<file path="config.mk">
export PLATFORM = sky130hd
export DESIGN_NAME = wdt_dual_phase
export DESIGN_NICKNAME = d
export VERILOG_FILES = /design/src/rtl/wdt_dp_pkg.sv /design/src/rtl/wdt_dp_regs.sv /design/src/rtl/wdt_dp_tick_gen.sv /design/src/rtl/wdt_dp_phase_engine.sv /design/src/rtl/wdt_dual_phase.sv
export SDC_FILE = /design/constraint.sdc
export NUM_CORES = 1
export LEC_CHECK = 0
export BUFFER_PORTS_ARGS = -buffer_cell sky130_fd_sc_hd__buf_4
export CAP_MARGIN = 20
export CORE_ASPECT_RATIO = 0.9
export CORE_MARGIN = 8
export CORE_UTILIZATION = 27
export CTS_BUF_LIST = sky130_fd_sc_hd__clkbuf_8 sky130_fd_sc_hd__clkbuf_16
export DETAILED_ROUTE_END_ITERATION = 10
export GPL_ROUTABILITY_DRIVEN = 1
export PLACE_DENSITY = 0.46
export RECOVER_POWER = 25
export REMOVE_ABC_BUFFERS = 1
export SLEW_MARGIN = 10
export SYNTH_ARGS = -nofsm -noshare
export SYNTH_HDL_FRONTEND = slang
export SYNTH_SLANG_ARGS = --single-unit
</file>
<file path="constraint.sdc">
create_clock -name clk -period 4.4 [get_ports clk]
set_input_delay 0.22 -clock clk [delete_from_list [all_inputs] [get_ports clk]]
set_output_delay 0.22 -clock clk [all_outputs]
set_load 0.02 [all_outputs]
</file>
<file path="src/rtl/wdt_dp_pkg.sv">
// Package: shared constants and types for the two-phase watchdog.
// Word indices, bit positions of register fields, reset kinds and the
// phase state encoding live here so every module decodes them identically.
package wdt_dp_pkg;

    localparam int DATA_W = 32;

    // word indices (byte offset / 4)
    localparam logic [1:0] W_KICK = 2'd0;
    localparam logic [1:0] W_STAT = 2'd1;
    localparam logic [1:0] W_CTRL = 2'd2;

    // control word field positions
    localparam int EN_BIT   = 31;
    localparam int PS_LSB   = 29;
    localparam int P1_LSB   = 22;
    localparam int P2_LSB   = 15;
    localparam int MODE_LSB = 0;
    localparam int MODE_W   = 2;

    // kick and status bit positions
    localparam int KICK_BIT = 31;
    localparam int F1_BIT   = 31;
    localparam int F2_BIT   = 30;

    // reset kinds
    localparam logic [MODE_W-1:0] KIND_CHIP = 2'd0;
    localparam logic [MODE_W-1:0] KIND_CPU  = 2'd1;
    localparam logic [MODE_W-1:0] KIND_SW   = 2'd2;

    typedef enum logic [1:0] {
        ST_PH1  = 2'd0,
        ST_PH2  = 2'd1,
        ST_DONE = 2'd2
    } wdt_state_e;

endpackage

</file>
<file path="src/rtl/wdt_dp_regs.sv">
// Module: register file of the two-phase watchdog.
// Holds the control fields and the two sticky status flags, decodes kicks
// and returns read data combinationally.
// Assumes a single-cycle write strobe and a word index already derived from
// the byte address.
module wdt_dp_regs
    import wdt_dp_pkg::*;
#(
    parameter int PHASE_W = 5,
    parameter int PS_W    = 2
) (
    input  logic                 clk,
    input  logic                 rst_n,
    input  logic                 bus_en,
    input  logic                 bus_we,
    input  logic [1:0]           bus_word,
    input  logic [DATA_W-1:0]    bus_wdata,
    output logic [DATA_W-1:0]    bus_rdata,
    input  logic                 lock_i,
    input  logic                 ph1_set_i,
    input  logic                 ph2_set_i,
    output logic                 en_o,
    output logic [PS_W-1:0]      ps_o,
    output logic [PHASE_W-1:0]   p1_o,
    output logic [PHASE_W-1:0]   p2_o,
    output logic [MODE_W-1:0]    mode_o,
    output logic                 kick_o,
    output logic                 flag1_o,
    output logic                 flag2_o
);

    logic wr_any, wr_ctrl, wr_stat;
    logic unused_wdata;

    assign wr_any  = bus_en & bus_we;
    assign wr_ctrl = wr_any & (bus_word == W_CTRL);
    assign wr_stat = wr_any & (bus_word == W_STAT);
    assign kick_o  = wr_any & (bus_word == W_KICK) & bus_wdata[KICK_BIT];

    // bits with no field behind them
    assign unused_wdata = ^{bus_wdata[28:27], bus_wdata[21:20], bus_wdata[14:2]};

    // control fields; enable cannot drop while the engine holds the lock
    always_ff @(posedge clk) begin
        if (!rst_n) begin
            en_o   <= 1'b0;
            ps_o   <= '0;
            p1_o   <= '0;
            p2_o   <= '0;
            mode_o <= KIND_CPU;
        end else if (wr_ctrl) begin
            en_o   <= bus_wdata[EN_BIT] | lock_i;
            ps_o   <= bus_wdata[PS_LSB +: PS_W];
            p1_o   <= bus_wdata[P1_LSB +: PHASE_W];
            p2_o   <= bus_wdata[P2_LSB +: PHASE_W];
            mode_o <= bus_wdata[MODE_LSB +: MODE_W];
        end
    end

    // sticky status flags; a set in the same cycle beats a clear
    always_ff @(posedge clk) begin
        if (!rst_n) begin
            flag1_o <= 1'b0;
            flag2_o <= 1'b0;
        end else begin
            flag1_o <= ph1_set_i | (flag1_o & ~(wr_stat & bus_wdata[F1_BIT]));
            flag2_o <= ph2_set_i | (flag2_o & ~(wr_stat & bus_wdata[F2_BIT]));
        end
    end

    // read multiplexer; unmapped bits and the kick word read zero
    always_comb begin
        bus_rdata = '0;
        case (bus_word)
            W_STAT: begin
                bus_rdata[F1_BIT] = flag1_o;
                bus_rdata[F2_BIT] = flag2_o;
            end
            W_CTRL: begin
                bus_rdata[EN_BIT]                 = en_o;
                bus_rdata[PS_LSB +: PS_W]         = ps_o;
                bus_rdata[P1_LSB +: PHASE_W]      = p1_o;
                bus_rdata[P2_LSB +: PHASE_W]      = p2_o;
                bus_rdata[MODE_LSB +: MODE_W]     = mode_o;
            end
            default: bus_rdata = '0;
        endcase
    end

endmodule

</file>
<file path="src/rtl/wdt_dp_tick_gen.sv">
// Module: tick prescaler.
// Counts bus clocks and emits a one-cycle tick every 2^(BASE_EXP+ps) cycles.
// A clear input returns the count to zero; the first tick after a clear
// comes exactly one full period later.
module wdt_dp_tick_gen #(
    parameter int BASE_EXP = 25,
    parameter int PS_W     = 2,
    localparam int CW      = BASE_EXP + (1 << PS_W)
) (
    input  logic            clk,
    input  logic            rst_n,
    input  logic            clr_i,
    input  logic [PS_W-1:0] ps_i,
    output logic            tick_o
);

    localparam logic [CW-1:0] ONE = {{(CW-1){1'b0}}, 1'b1};

    logic [CW-1:0] cnt_q;
    logic [CW-1:0] limit;

    assign limit  = (ONE << (BASE_EXP + int'(ps_i))) - ONE;
    assign tick_o = (cnt_q == limit);

    // divider count; wraps on tick, held at zero while cleared
    always_ff @(posedge clk) begin
        if (!rst_n)      cnt_q <= '0;
        else if (clr_i)  cnt_q <= '0;
        else if (tick_o) cnt_q <= '0;
        else             cnt_q <= cnt_q + ONE;
    end

endmodule

</file>
<file path="src/rtl/wdt_dp_phase_engine.sv">
// Module: phase sequencer.
// Counts ticks through phase one and phase two.
// On the phase-one expiry it pulses ph1_exp_o. On the phase-two expiry it
// pulses ph2_exp_o and registers a one-cycle reset request on the line the
// reset kind selects.
// After the request it parks in a final state until reset.
// Assumes en_i cannot fall while lock_o is high; the register file enforces
// that.
module wdt_dp_phase_engine
    import wdt_dp_pkg::*;
#(
    parameter int PHASE_W = 5
) (
    input  logic               clk,
    input  logic               rst_n,
    input  logic               en_i,
    input  logic               kick_i,
    input  logic               tick_i,
    input  logic [PHASE_W-1:0] p1_i,
    input  logic [PHASE_W-1:0] p2_i,
    input  logic [MODE_W-1:0]  mode_i,
    output logic               clr_div_o,
    output logic               lock_o,
    output logic               done_o,
    output logic               ph1_exp_o,
    output logic               ph2_exp_o,
    output logic               rst_chip_o,
    output logic               rst_cpu_o,
    output logic               rst_sw_o
);

    wdt_state_e         state_q;
    logic [PHASE_W-1:0] cnt_q;
    logic [PHASE_W-1:0] cur_lim;
    logic               restart, advance, at_lim;

    assign done_o    = (state_q == ST_DONE);
    assign lock_o    = (state_q != ST_PH1);
    assign restart   = kick_i & ~done_o;
    assign cur_lim   = (state_q == ST_PH1) ? p1_i : p2_i;
    assign at_lim    = (cnt_q == cur_lim);
    assign advance   = en_i & ~restart & tick_i & ~done_o;
    assign clr_div_o = ~en_i | restart | done_o;
    assign ph1_exp_o = advance & at_lim & (state_q == ST_PH1);
    assign ph2_exp_o = advance & at_lim & (state_q == ST_PH2);

    // phase state and tick count within the phase
    always_ff @(posedge clk) begin
        if (!rst_n) begin
            state_q <= ST_PH1;
            cnt_q   <= '0;
        end else if (!en_i || restart) begin
            state_q <= ST_PH1;
            cnt_q   <= '0;
        end else if (advance) begin
            if (at_lim) begin
                cnt_q   <= '0;
                state_q <= (state_q == ST_PH1) ? ST_PH2 : ST_DONE;
            end else begin
                cnt_q <= cnt_q + 1'b1;
            end
        end
    end

    // one-cycle reset request, kind sampled at expiry; kind 3 maps to chip
    always_ff @(posedge clk) begin
        if (!rst_n) begin
            rst_chip_o <= 1'b0;
            rst_cpu_o  <= 1'b0;
            rst_sw_o   <= 1'b0;
        end else begin
            rst_cpu_o  <= ph2_exp_o & (mode_i == KIND_CPU);
            rst_sw_o   <= ph2_exp_o & (mode_i == KIND_SW);
            rst_chip_o <= ph2_exp_o & (mode_i != KIND_CPU) & (mode_i != KIND_SW);
        end
    end

endmodule

</file>
<file path="src/rtl/wdt_dual_phase.sv">
// Module: top of the two-phase watchdog.
// Wires the register file, the tick prescaler and the phase sequencer.
// Assumes a synchronous active-low reset and a word-indexed register bus
// with combinational read data.
module wdt_dual_phase
    import wdt_dp_pkg::*;
#(
    parameter int BASE_EXP = 25,
    parameter int PHASE_W  = 5,
    parameter int PS_W     = 2
) (
    input  logic              clk,
    input  logic              rst_n,
    input  logic              bus_en,
    input  logic              bus_we,
    input  logic [1:0]        bus_word,
    input  logic [31:0]       bus_wdata,
    output logic [31:0]       bus_rdata,
    output logic              irq_phase1,
    output logic              irq_phase2,
    output logic              rst_chip,
    output logic              rst_cpu,
    output logic              rst_sw
);

    logic               ctrl_en, kick, locked, is_done, tick, clr_div;
    logic               ph1_exp, ph2_exp;
    logic [PS_W-1:0]    ps;
    logic [PHASE_W-1:0] p1, p2;
    logic [MODE_W-1:0]  mode;

    wdt_dp_regs #(.PHASE_W(PHASE_W), .PS_W(PS_W)) u_regs (
        .clk       (clk),
        .rst_n     (rst_n),
        .bus_en    (bus_en),
        .bus_we    (bus_we),
        .bus_word  (bus_word),
        .bus_wdata (bus_wdata),
        .bus_rdata (bus_rdata),
        .lock_i    (locked),
        .ph1_set_i (ph1_exp),
        .ph2_set_i (ph2_exp),
        .en_o      (ctrl_en),
        .ps_o      (ps),
        .p1_o      (p1),
        .p2_o      (p2),
        .mode_o    (mode),
        .kick_o    (kick),
        .flag1_o   (irq_phase1),
        .flag2_o   (irq_phase2)
    );

    wdt_dp_tick_gen #(.BASE_EXP(BASE_EXP), .PS_W(PS_W)) u_tick (
        .clk    (clk),
        .rst_n  (rst_n),
        .clr_i  (clr_div),
        .ps_i   (ps),
        .tick_o (tick)
    );

    wdt_dp_phase_engine #(.PHASE_W(PHASE_W)) u_engine (
        .clk        (clk),
        .rst_n      (rst_n),
        .en_i       (ctrl_en),
        .kick_i     (kick),
        .tick_i     (tick),
        .p1_i       (p1),
        .p2_i       (p2),
        .mode_i     (mode),
        .clr_div_o  (clr_div),
        .lock_o     (locked),
        .done_o     (is_done),
        .ph1_exp_o  (ph1_exp),
        .ph2_exp_o  (ph2_exp),
        .rst_chip_o (rst_chip),
        .rst_cpu_o  (rst_cpu),
        .rst_sw_o   (rst_sw)
    );

endmodule

</file>
Word level (Yosys, flattened, before mapping)
Index checks and enable logic that the tools add are counted.
{ "totals": {"out_inout_bits": 37, "regBits": 56} }
{ "classes": {"shift": 1, "bitwise_logic": 31, "eq_ne": 10, "reduce_logical": 8, "addsub": 4, "muxes": 8} }
{ "op_table": {"columns": ["cell", "n"], "rows": [
  ["1-bit by 32-bit left shift with 29-bit output (first input constant)", 1],
  ["29-bit by 1-bit adder with 29-bit output (second input constant)", 1],
  ["29-bit equality test", 1],
  ["29-bit by 1-bit subtractor with 29-bit output (second input constant)", 1],
  ["1-bit bitwise AND", 20],
  ["5-bit 2-to-1 mux", 4],
  ["5-bit by 2-bit adder with 6-bit output (first input constant)", 1],
  ["2-bit by 1-bit equality test with 1-bit output (second input constant)", 3],
  ["2-bit equality test (second input constant)", 3],
  ["1-bit NOT", 6],
  ["5-bit by 1-bit adder with 5-bit output (second input constant)", 1],
  ["5-bit equality test", 1],
  ["1-bit bitwise OR", 5],
  ["2-bit logical NOT", 2],
  ["2-bit 2-to-1 mux", 2],
  ["2-bit one-hot mux with 2 select lines", 1],
  ["3-bit OR reduction", 1],
  ["2-bit by 1-bit inequality test with 1-bit output (second input constant)", 1],
  ["2-bit inequality test (second input constant)", 1],
  ["2-bit AND reduction", 1],
  ["2-bit nonzero test", 1],
  ["2-bit OR reduction", 1],
  ["1-bit logical NOT", 1],
  ["1-bit logical OR", 1],
  ["1-bit 2-to-1 mux", 1]
]} }

Logic depth before layout (Yosys ltp)
Gate-level depths: netlist of the first run.
{ "logic_depth": {"word_depth": 12, "depth_mapped": 10, "ltp_nobuf": 8} }

By module
A second synthesis of the first run with hierarchy kept.
{ "unflattened": {"cells_unflattened": 343, "hier_area_um2": 2979.1} }
{ "by_module_without_submodules": {"columns": ["module", "cells_each", "instances", "area_each_um2", "seq_area_each_um2"], "rows": [
  ["wdt_dp_tick_gen", 155, 1, 1336.3, 580.6],
  ["wdt_dp_regs", 118, 1, 1003.5, 340.3],
  ["wdt_dp_phase_engine", 70, 1, 639.4, 200.2]
]} }

Worst setup path after synthesis of the first run
Ideal clock, no wire load.
{ "synth_timing": {"path_type": "flip-flop to flip-flop", "start": "reg u_tick.cnt_q[0]", "end": "reg u_engine.cnt_q[3]", "t_required_ns": 4.284, "setup_ns": 0.116, "slack_ns": 2.485, "arrival_ns": 1.799, "synth_period_minus_slack_ns": 1.915, "n_path_buf": 1, "path_stages_with_launch": 9, "cell_sequence": "dfxtp_1 > ha_1 > nand4_2 > nor4_4 > nand4_2 > nor3_4 > buf_6 > o22ai_1 > a31o_1"} }
{ "synth_via": {"elab_chain_cells": 3} }
{ "synth_lines": {"columns": ["element", "line", "rtl"], "rows": [
  ["start, declared", "wdt_dp_tick_gen.sv:19", "logic [CW-1:0] cnt_q;"],
  ["start signal, assigned", "wdt_dp_tick_gen.sv:30", "else cnt_q <= cnt_q + ONE;"],
  ["29-bit equality test", "wdt_dp_tick_gen.sv:23", "assign tick_o = (cnt_q == limit);"],
  ["1-bit bitwise AND (2 in series)", "wdt_dp_phase_engine.sv:42", "assign advance = en_i & ~restart & tick_i & ~done_o;"],
  ["end signal, assigned", "wdt_dp_phase_engine.sv:60", "cnt_q <= cnt_q + 1'b1;"],
  ["end, declared", "wdt_dp_phase_engine.sv:33", "logic [PHASE_W-1:0] cnt_q;"]
]} }
Every way passes these cells.
A chain may end at the register's enable or synchronous reset.

Worst setup path after layout of the first run
{ "layout_timing": {"start": "reg u_tick.cnt_q[0]", "end": "reg u_engine.rst_cpu_o"} }
{ "layout_via": {"elab_chain_cells": 6} }
{ "layout_lines": {"columns": ["element", "line", "rtl"], "rows": [
  ["29-bit equality test", "wdt_dp_tick_gen.sv:23", null],
  ["1-bit bitwise AND (2 in series)", "wdt_dp_phase_engine.sv:42", null],
  ["1-bit bitwise AND (2 in series)", "wdt_dp_phase_engine.sv:45", "assign ph2_exp_o = advance & at_lim & (state_q == ST_PH2);"],
  ["1-bit bitwise AND", "wdt_dp_phase_engine.sv:72", "rst_cpu_o <= ph2_exp_o & (mode_i == KIND_CPU);"],
  ["end signal, assigned", "wdt_dp_phase_engine.sv:72", null],
  ["end, declared", "wdt_dp_phase_engine.sv:28", "output logic rst_cpu_o,"]
]} }
Every way passes these cells.

==> results list, run 1 <==
- Area added between synthesis and finish: 15.4%
* Worst reg2reg path startpoint: u_tick.cnt_q[0]
- Crit path launch: u_tick.cnt_q[0]
- Largest area contributor in the netlist: sky130_fd_sc_hd__dfxtp_1
- Most used flip-flop cell after synthesis: sky130_fd_sc_hd__dfxtp_1
- After detailed placement, the design holds a cell count of 501.
- Number of cells traversed by the worst register-to-register path: 7
- The flow ran to the end, and the final reports show no timing, DRC or antenna violations.
- Counting every instance in the synthesized netlist gives 341.
* Slew Limit Fails: 0
- The floorplan has 36 rows.
* Fin crit share: 53.1%
* Cell-by-cell listing of the critical path: ha_1, nand4_2, nor4_4, nand4_2, nor3_4, nand3_4, nor3b_2
- Detailed placement HPWL: 4810 um
- In the final routed layout, each cell accounts on average for 12.7 um.
* Post-synth design cell area: 0.00293 mm^2
- Number of top-level pins: 75
- The H-tree generated during clock tree synthesis spans 2 levels.
* Overflow after GRT: 0
- Top cells by instance count after synthesis: 56 x sky130_fd_sc_hd__dfxtp_1, 54 x sky130_fd_sc_hd__nand2_1, 43 x sky130_fd_sc_hd__nor2_1, 19 x sky130_fd_sc_hd__buf_4
- Sorting the synthesized cells by area gives the leading types as sky130_fd_sc_hd__dfxtp_1 38%, sky130_fd_sc_hd__nand2_1 6.9%, sky130_fd_sc_hd__nor2_1 5.5%.
- Synth Area in Compound Gates: 9.06%
- For this design, the CTS-stage hold fixing added 0 buffers.
- Routed via count divided by cell count: 4.44
- Across the VDD grid, the largest voltage drop is 0.143 mV.
- Multiplexer area fraction after synthesis: 1.37%
* Worst path most repeated cell: sky130_fd_sc_hd__nand4_2
* Critical register-to-register path endpoint: u_engine.rst_cpu_o
- Number of antenna violations at the first check in global routing: 0
- Flop2flop setup slack: 2.06 ns
* Clock transition at the register clock pins on the worst setup and hold paths after CTS: 0.07 ns
- For this run, the top clock speed supported by timing is 428 MHz.
- The first global-routing pass estimated 10900 um of wire.
* DRT antenna net count: 0
- Placeable core area: 0.0107 mm^2
* Largest family of logic cells by synthesized area: simple AND/OR/NAND/NOR gates
* Data arrival, critical path: 2.55 ns
* Post-Place Cell Area: 0.00326 mm^2
* Number of setup violations in the final report: 0
* Post-synthesis average cell area: 8.59 um^2
- Slew @ Worst Pin: 0.696 ns
* Library cell contributing the largest single delay on the critical path: sky130_fd_sc_hd__nor3_4
- Resized Gates After CTS: 0
* Total power per unit cell area: 292 mW/mm^2
* Synthesized-area fraction occupied by xor and xnor cells: 9.57%
- Req. time, crit path: 4.62 ns
- The number of buffers and inverters on the critical path is 0.
- Setup repair after global routing missed its margin: no
- Die footprint: 0.0144 mm^2
- Die Width: 126 um
- Area of all placed cells without fillers: 0.00338 mm^2
- Most common cell in the netlist: sky130_fd_sc_hd__dfxtp_1
* Total Negative Setup Slacks: 0 ns
* Worst hold-check path type: in -> reg
- Buffers placed on the I/O ports in this run total 40.
- Once layout is complete, the cells apart from fillers number 509.
* Basic-gate share of the synthesized area counting and, or, nand and nor cells: 31.7%
* Total leakage power: 1.24 nW
* Clock network latency to the later pin of the worst-skew pair: 0.29 ns
* Area share of fa/ha/maj cells after synthesis: 2.14%
* TritonCTS buffer count: 5
- Max-Slew Margin vs Limit: 53.5%
- The worst hold path begins at bus_wdata[0].
* Total Power Consumption: 988 uW
- Final routed wirelength across all metal layers: 6480 um
- Worst path max stage delay: 0.51 ns
* Number of DRC violations after detailed routing: 0
* Placer Congestion: 0.704
* Post-CTS repair timing setup buffer count: 0
* Final net count: 418
- The clock passes through at most 2 buffers.
* Clock tree from TritonCTS: built
- Total iterations of the first detailed-routing run: 4
- In this run the vertical extent of the chip is 115 um.
- Unique masters post-synth: 49
- Synth Register Bits: 56
- Grouping stages by cell kind, the critical path spends the most delay in simple AND/OR/NAND/NOR gates.
- Of all flip-flops after synthesis, the portion carrying an async set or reset was 0%.
* Number of global-route vias before repair: 2220
- Launching element type of the critical path: flip-flop
- Max-cap violations: 0
- Tot GR Track Use: 9.18%
* CP Capture Type: flip-flop
* Number of synthesized flops with an enable pin: 0
* Critical Setup Path Class: reg -> reg
- Share of final-layout standard cells stronger than drive strength 1: 13.9%
- The top cell type by area accounts for 38.3% of the synthesized area.
- Largest driver fanout on the critical path: 12
- The Yosys step of the flow raised 0 warnings.
- Final clock skew: 0.00670 ns
- The path with the worst hold slack has its endpoint at u_regs.mode_o[0].
- In this run, the number of DRC markers left after iteration 0 of detailed routing was 104.
- Entering global routing, the biggest net connects 30 pins.
- The root buffer cell chosen for the clock tree is sky130_fd_sc_hd__clkbuf_16.
- TritonCTS sink count: 56
* Instance count along the most critical hold path: 3
- Sequential cells were found to cover 38.3% of the synthesized design area.
- The hold violation total from the final report came to 0.
* Final period demand of the worst path: 2.34 ns
* Initial cell density of the core: 27.3%
- Total number of cells along the worst setup path: 7
- Vias post-DR: 2260
==> where the power goes <==
| part | switching [mW] | leakage (nW) | internal (mW) |
|---|---|---|---|
| sequential | 0.00300 | 0.452 | 0.510 |
| clock | 0.174 | 0.0760 | 0.239 |
| combinational | 0.0382 | 0.716 | 0.0230 |
| total | 0.216 | 1.24 | 0.772 |
==> state kept, by name, indices dropped and copies added (netlist names), 2 cells and up <==
| signal | cells |
|---|---|
| u_engine.cnt_q | 5 |
| u_engine.state_q | 2 |
| u_regs.mode_o | 2 |
| u_regs.p1_o | 5 |
| u_regs.p2_o | 5 |
| u_regs.ps_o | 2 |
| u_tick.cnt_q | 29 |
==> how the worst max path moves through the flow <==
stage / end / slack (ns)
after floorplan: u_tick.cnt_q[10] / 1.95
after global routing: u_engine.cnt_q[2] / 1.82
after CTS: u_engine.cnt_q[2] / 2.04
final: u_engine.rst_cpu_o / 2.06
after detailed placement: u_engine.cnt_q[2] / 2.07
after global placement: u_engine.rst_cpu_o / 2.10
==> worst register-to-register path, delay by kind of cell, from the launching register on <==
| kind | cells | cell delay (ns) |
|---|---|---|
| fa+ha+maj | 1 | 0.23 |
| flops | 1 | 0.36 |
| simple gates | 6 | 1.68 |
==> cells by family (layout without fill, tap and decap cells) <==
kind of cell    after synthesis  after routing
compound gates               34             34
xor+xnor                     32             32
fa+ha+maj                     5              5
buf+inv                      37             55
flops                        56             56
mux                           4              4
other cells                   1             18
simple gates                172            172
==> layer usage <==
metal | wire, um | global-route usage, %
met1 | 3450 | 12.7
met2 | 2700 | 13.6
met3 | 253 | 2.18
met4 | 82 | 3.36
met5 | 0 | 0
==> cells in the final DEF (no fill, tap or decap), types with 7 or more instances in the layout <==
master | Yosys | final
sky130_fd_sc_hd__a21boi_0 | 13 | 13
sky130_fd_sc_hd__and2_0 | 0 | 9
sky130_fd_sc_hd__buf_4 | 19 | 31
sky130_fd_sc_hd__clkbuf_1 | 7 | 10
sky130_fd_sc_hd__conb_1 | 1 | 17
sky130_fd_sc_hd__dfxtp_1 | 56 | 56
sky130_fd_sc_hd__inv_1 | 7 | 7
sky130_fd_sc_hd__nand2_1 | 54 | 54
sky130_fd_sc_hd__nand3_1 | 17 | 17
sky130_fd_sc_hd__nand4_1 | 8 | 8
sky130_fd_sc_hd__nor2_1 | 43 | 43
sky130_fd_sc_hd__xnor2_1 | 17 | 17
sky130_fd_sc_hd__xor2_1 | 15 | 15
==> layout make-up <==
| class | instances | area [um^2] |
|---|---|---|
| Tap cell | 133 | 166 |
| Timing Repair Buffer | 41 | 270 |
| Inverter | 7 | 26.3 |
| Clock buffer | 7 | 153 |
| Multi-Input combinational cell | 264 | 1640 |
| Fill cell | 1145 | 7340 |
| Antenna cell | 1 | 2.50 |
| Sequential cell | 56 | 1120 |
==> per-stage QoR <==
stage | util, % | worst slack (ns) | hold slack (ns)
6_report | 31.5 | 2.06 | 0.164
5_1_grt | 31.5 | 1.82 | 0.177
4_1_cts | 31.8 | 2.04 | 0.162
3_5_place_dp | 30.4 | 2.07 | 0.442
3_3_place_gp | 30.4 | 2.10 | 0.430
2_1_floorplan | - | 1.95 | 0.292
No activity file was read; power rests on OpenSTA's default activity.
==> run 2, diff against run 1 <==
==> constraint.sdc (replaced) <==
create_clock -name clk -period 2.2 [get_ports clk]
set_input_delay 0.11 -clock clk [delete_from_list [all_inputs] [get_ports clk]]
set_output_delay 0.11 -clock clk [all_outputs]
set_load 0.02 [all_outputs]
==> run 2 against run 1 <==
Critical path depth increased by 1. Flip-flop and latch count unchanged. Count of clock-buffer cells in the layout fell by 2. Worst hold slack got worse by 0.11 ns.
==> results list, run 2 (synthesized netlist as in run 1, its figures left out) <==
* Most frequent standard cell in the layout excluding fill and tap cells: sky130_fd_sc_hd__dfxtp_1
- Compared with the post-synthesis result, the final layout area differs by 18.2%.
* Final routed wirelength across all metal layers: 6420 um (-0.93%)
- Post-detailed-route wirelength per cell: 12.4 um (-2.6%)
- The required time of the critical path was 2.39 ns (-2.23 ns).
* Fin crit share: 93.2% (+40 points)
- The static leakage power is 1.30 nW (+4.7%).
* TritonCTS sink count: 56 (unchanged)
- The CTS H-tree depth was 2 (unchanged).
- Detailed placement HPWL: 4890 um (+1.6%)
- Final period demand of the worst path: 2.05 ns (-0.286 ns)
* Initial cell density of the core: 27.3% (unchanged)
* Int Power: 1.48 mW (+91%)
- Routed via count divided by cell count: 4.39 (-1.0%)
* Number of diodes: 0 (-1)
* Placer Congestion: 0.746 (+6.0%)
- Critical Setup Path Class: reg -> reg
- The first-pass GRT wire length came to 10600 um (-2.5%).
- The TritonCTS buffer count came to 5 (unchanged).
* Largest driver fanout on the critical path: 12 (unchanged)
* CP Capture Type: flip-flop
- Register share of total power: 53.5% (+1.6 points)
- Clock transition at the register clock pins on the worst setup and hold paths after CTS: 0.07 ns (about the same)
- The buffers inserted during post-CTS setup optimization is 0 (unchanged).
- The number of flip-flops under the largest register name is 29 (unchanged).
- In the layout the commonest cells are 56 x sky130_fd_sc_hd__dfxtp_1, 54 x sky130_fd_sc_hd__nand2_1, 43 x sky130_fd_sc_hd__nor2_1.
- The combinational power share was 6.5% (+0.3 points).
* Worst hold-check path type: in -> reg
- The area inside the core boundary was 0.0107 mm^2 (unchanged).
* Register with the most flip-flops: u_tick.cnt_q
* Hold-fix buffers, CTS: 0 (unchanged)
- Total of buffers placed on input and output ports: 40 (unchanged)
- The max-capacitance violation count came to 0 (unchanged).
* Total iterations of the first detailed-routing run: 4 (unchanged)
- The power per unit of standard cell area came to 554 mW/mm^2 (+89%).
- The number of global-route vias before repair was 2219 (-0.045%).
- Placement row count: 36 (unchanged)
- Number of antenna violations at the first check in global routing: 0 (unchanged)
* Final worst hold slack: 0.0504 ns (-0.114 ns)
* Die footprint: 0.0144 mm^2 (unchanged)
- FMAX: 488 MHz (+14%)
- The height of the die came to 115 um (unchanged).
- The clock tree buffer depth is 2 (unchanged).
- The flow ran to the end, and the final reports show no timing, DRC or antenna violations.
* DRT antenna net count: 0 (unchanged)
* DR iter-0 viols: 83 (-20%)
- Vias post-DR: 2276 (+0.71%)
- The maximum vdd ir drop was 0.285 mV (+98%).
* Slew @ Worst Pin: 0.611 ns (-0.0844 ns)
- Resized Gates After CTS: 0 (unchanged)
- Number of setup violations in the final report: 0 (unchanged)
- The insertion delay of the later-clocked pin in the worst-skew pair came to 0.29 ns (about the same).
* Power share of the clock group: 40.0% (-1.9 points)
- Final critical-path setup slack: 0.150 ns (-1.91 ns)
- The worst max-slew margin expressed relative to the limit was 59.1% (+5.6 points).
- Number of cells traversed by the worst register-to-register path: 8 (+1)
* Instance count along the most critical hold path: 3 (unchanged)
- Pin count of the biggest net entering global routing: 30 (unchanged)
- Setup repair after global routing left no endpoint under its margin.
* Clk Tree Root Cell: sky130_fd_sc_hd__clkbuf_16
- The total congestion overflow was 0 (unchanged).
- The count of pins on the block boundary is 75 (unchanged).
- Data arrival, critical path: 2.24 ns (-0.31 ns)
* Post-Place Worst Slack: 0.126 ns (-1.95 ns)
* Endpoints failing hold: 0 (unchanged)
- The count of unresolved DRC violations after routing is 0 (unchanged).
- Tot GR Track Use: 8.89% (-0.30 points)
* Final net count: 428 (+2.4%)
* Die Width: 126 um (unchanged)
- Slew Limit Fails: 0 (unchanged)
* Net switching fraction of the power: 22.8% (+1.0 points)
* Share of final-layout standard cells stronger than drive strength 1: 16.1% (+2.2 points)
* Launching element type of the critical path: flip-flop
* Final clock skew: 0.00792 ns (+0.00122 ns)
- P_sw: 437 uW (+100%)
- Clock tree from TritonCTS: built
==> run 2: power groups by stage <==
stage	Combinational (mW)	Clock [mW]	Sequential, mW
final	0.125	0.766	1.03
after global routing	0.138	0.827	1.03
after CTS	0.128	0.793	1.03
after detailed placement	0.127	0	1.05
after global placement	0.127	0	1.05
after floorplan	0.0704	0	1.05
==> run 2: through the flow <==
step	TNS [ns]	total power [mW]	utilization, %	area (um^2)	instances
floorplan	-7.05	1.12	-	2790	327
finish	0	1.92	32.3	3460	518
CTS	0	1.95	32.6	3490	518
global route	0	1.99	32.3	3460	518
detailed placement	0	1.18	31.3	3360	511
global placement	0	1.18	31.3	3360	511
==> run 2: worst paths after layout <==
check	slack (ns)	to	from
hold / removal	0.05	u_regs.mode_o[0]	bus_wdata[0]
hold reg to reg	0.45	u_tick.cnt_q[0]	u_tick.cnt_q[0]
setup / recovery	0.15	u_engine.cnt_q[2]	u_tick.cnt_q[0]
setup reg to reg	0.15	u_engine.cnt_q[2]	u_tick.cnt_q[0]
==> run 2: critical path: stages (launching register included) <==
cell and delay, ns:
sky130_fd_sc_hd__dfxtp_1 0.35, sky130_fd_sc_hd__ha_1 0.22, sky130_fd_sc_hd__nand4_2 0.16, sky130_fd_sc_hd__nor4_4 0.35
sky130_fd_sc_hd__nand4_2 0.17, sky130_fd_sc_hd__nor3_4 0.23, sky130_fd_sc_hd__buf_12 0.16, sky130_fd_sc_hd__o22ai_1 0.09
sky130_fd_sc_hd__a41o_1 0.21
==> run 2: area by class of cell <==
cell class	count	area (um^2)
clock buffers	5	125
clock inverters	2	8.76
fillers	1163	7260
inverters	7	26.3
multi-input cells	264	1640
flip-flops and latches	56	1120
well taps	133	166
repair buffers	51	374
==> run 2: per-layer routing <==
metal | GRT usage, % | wire length, um | part of all wire [%] | vias up
li1 | - | - | - | 1192
met1 | 11.7 | 3340 | 52 | 1041
met2 | 14.0 | 2780 | 43 | 36
met3 | 2.18 | 214 | 3.3 | 7
met4 | 3.04 | 88 | 1.4 | 0
met5 | 0 | 0 | 0 | -
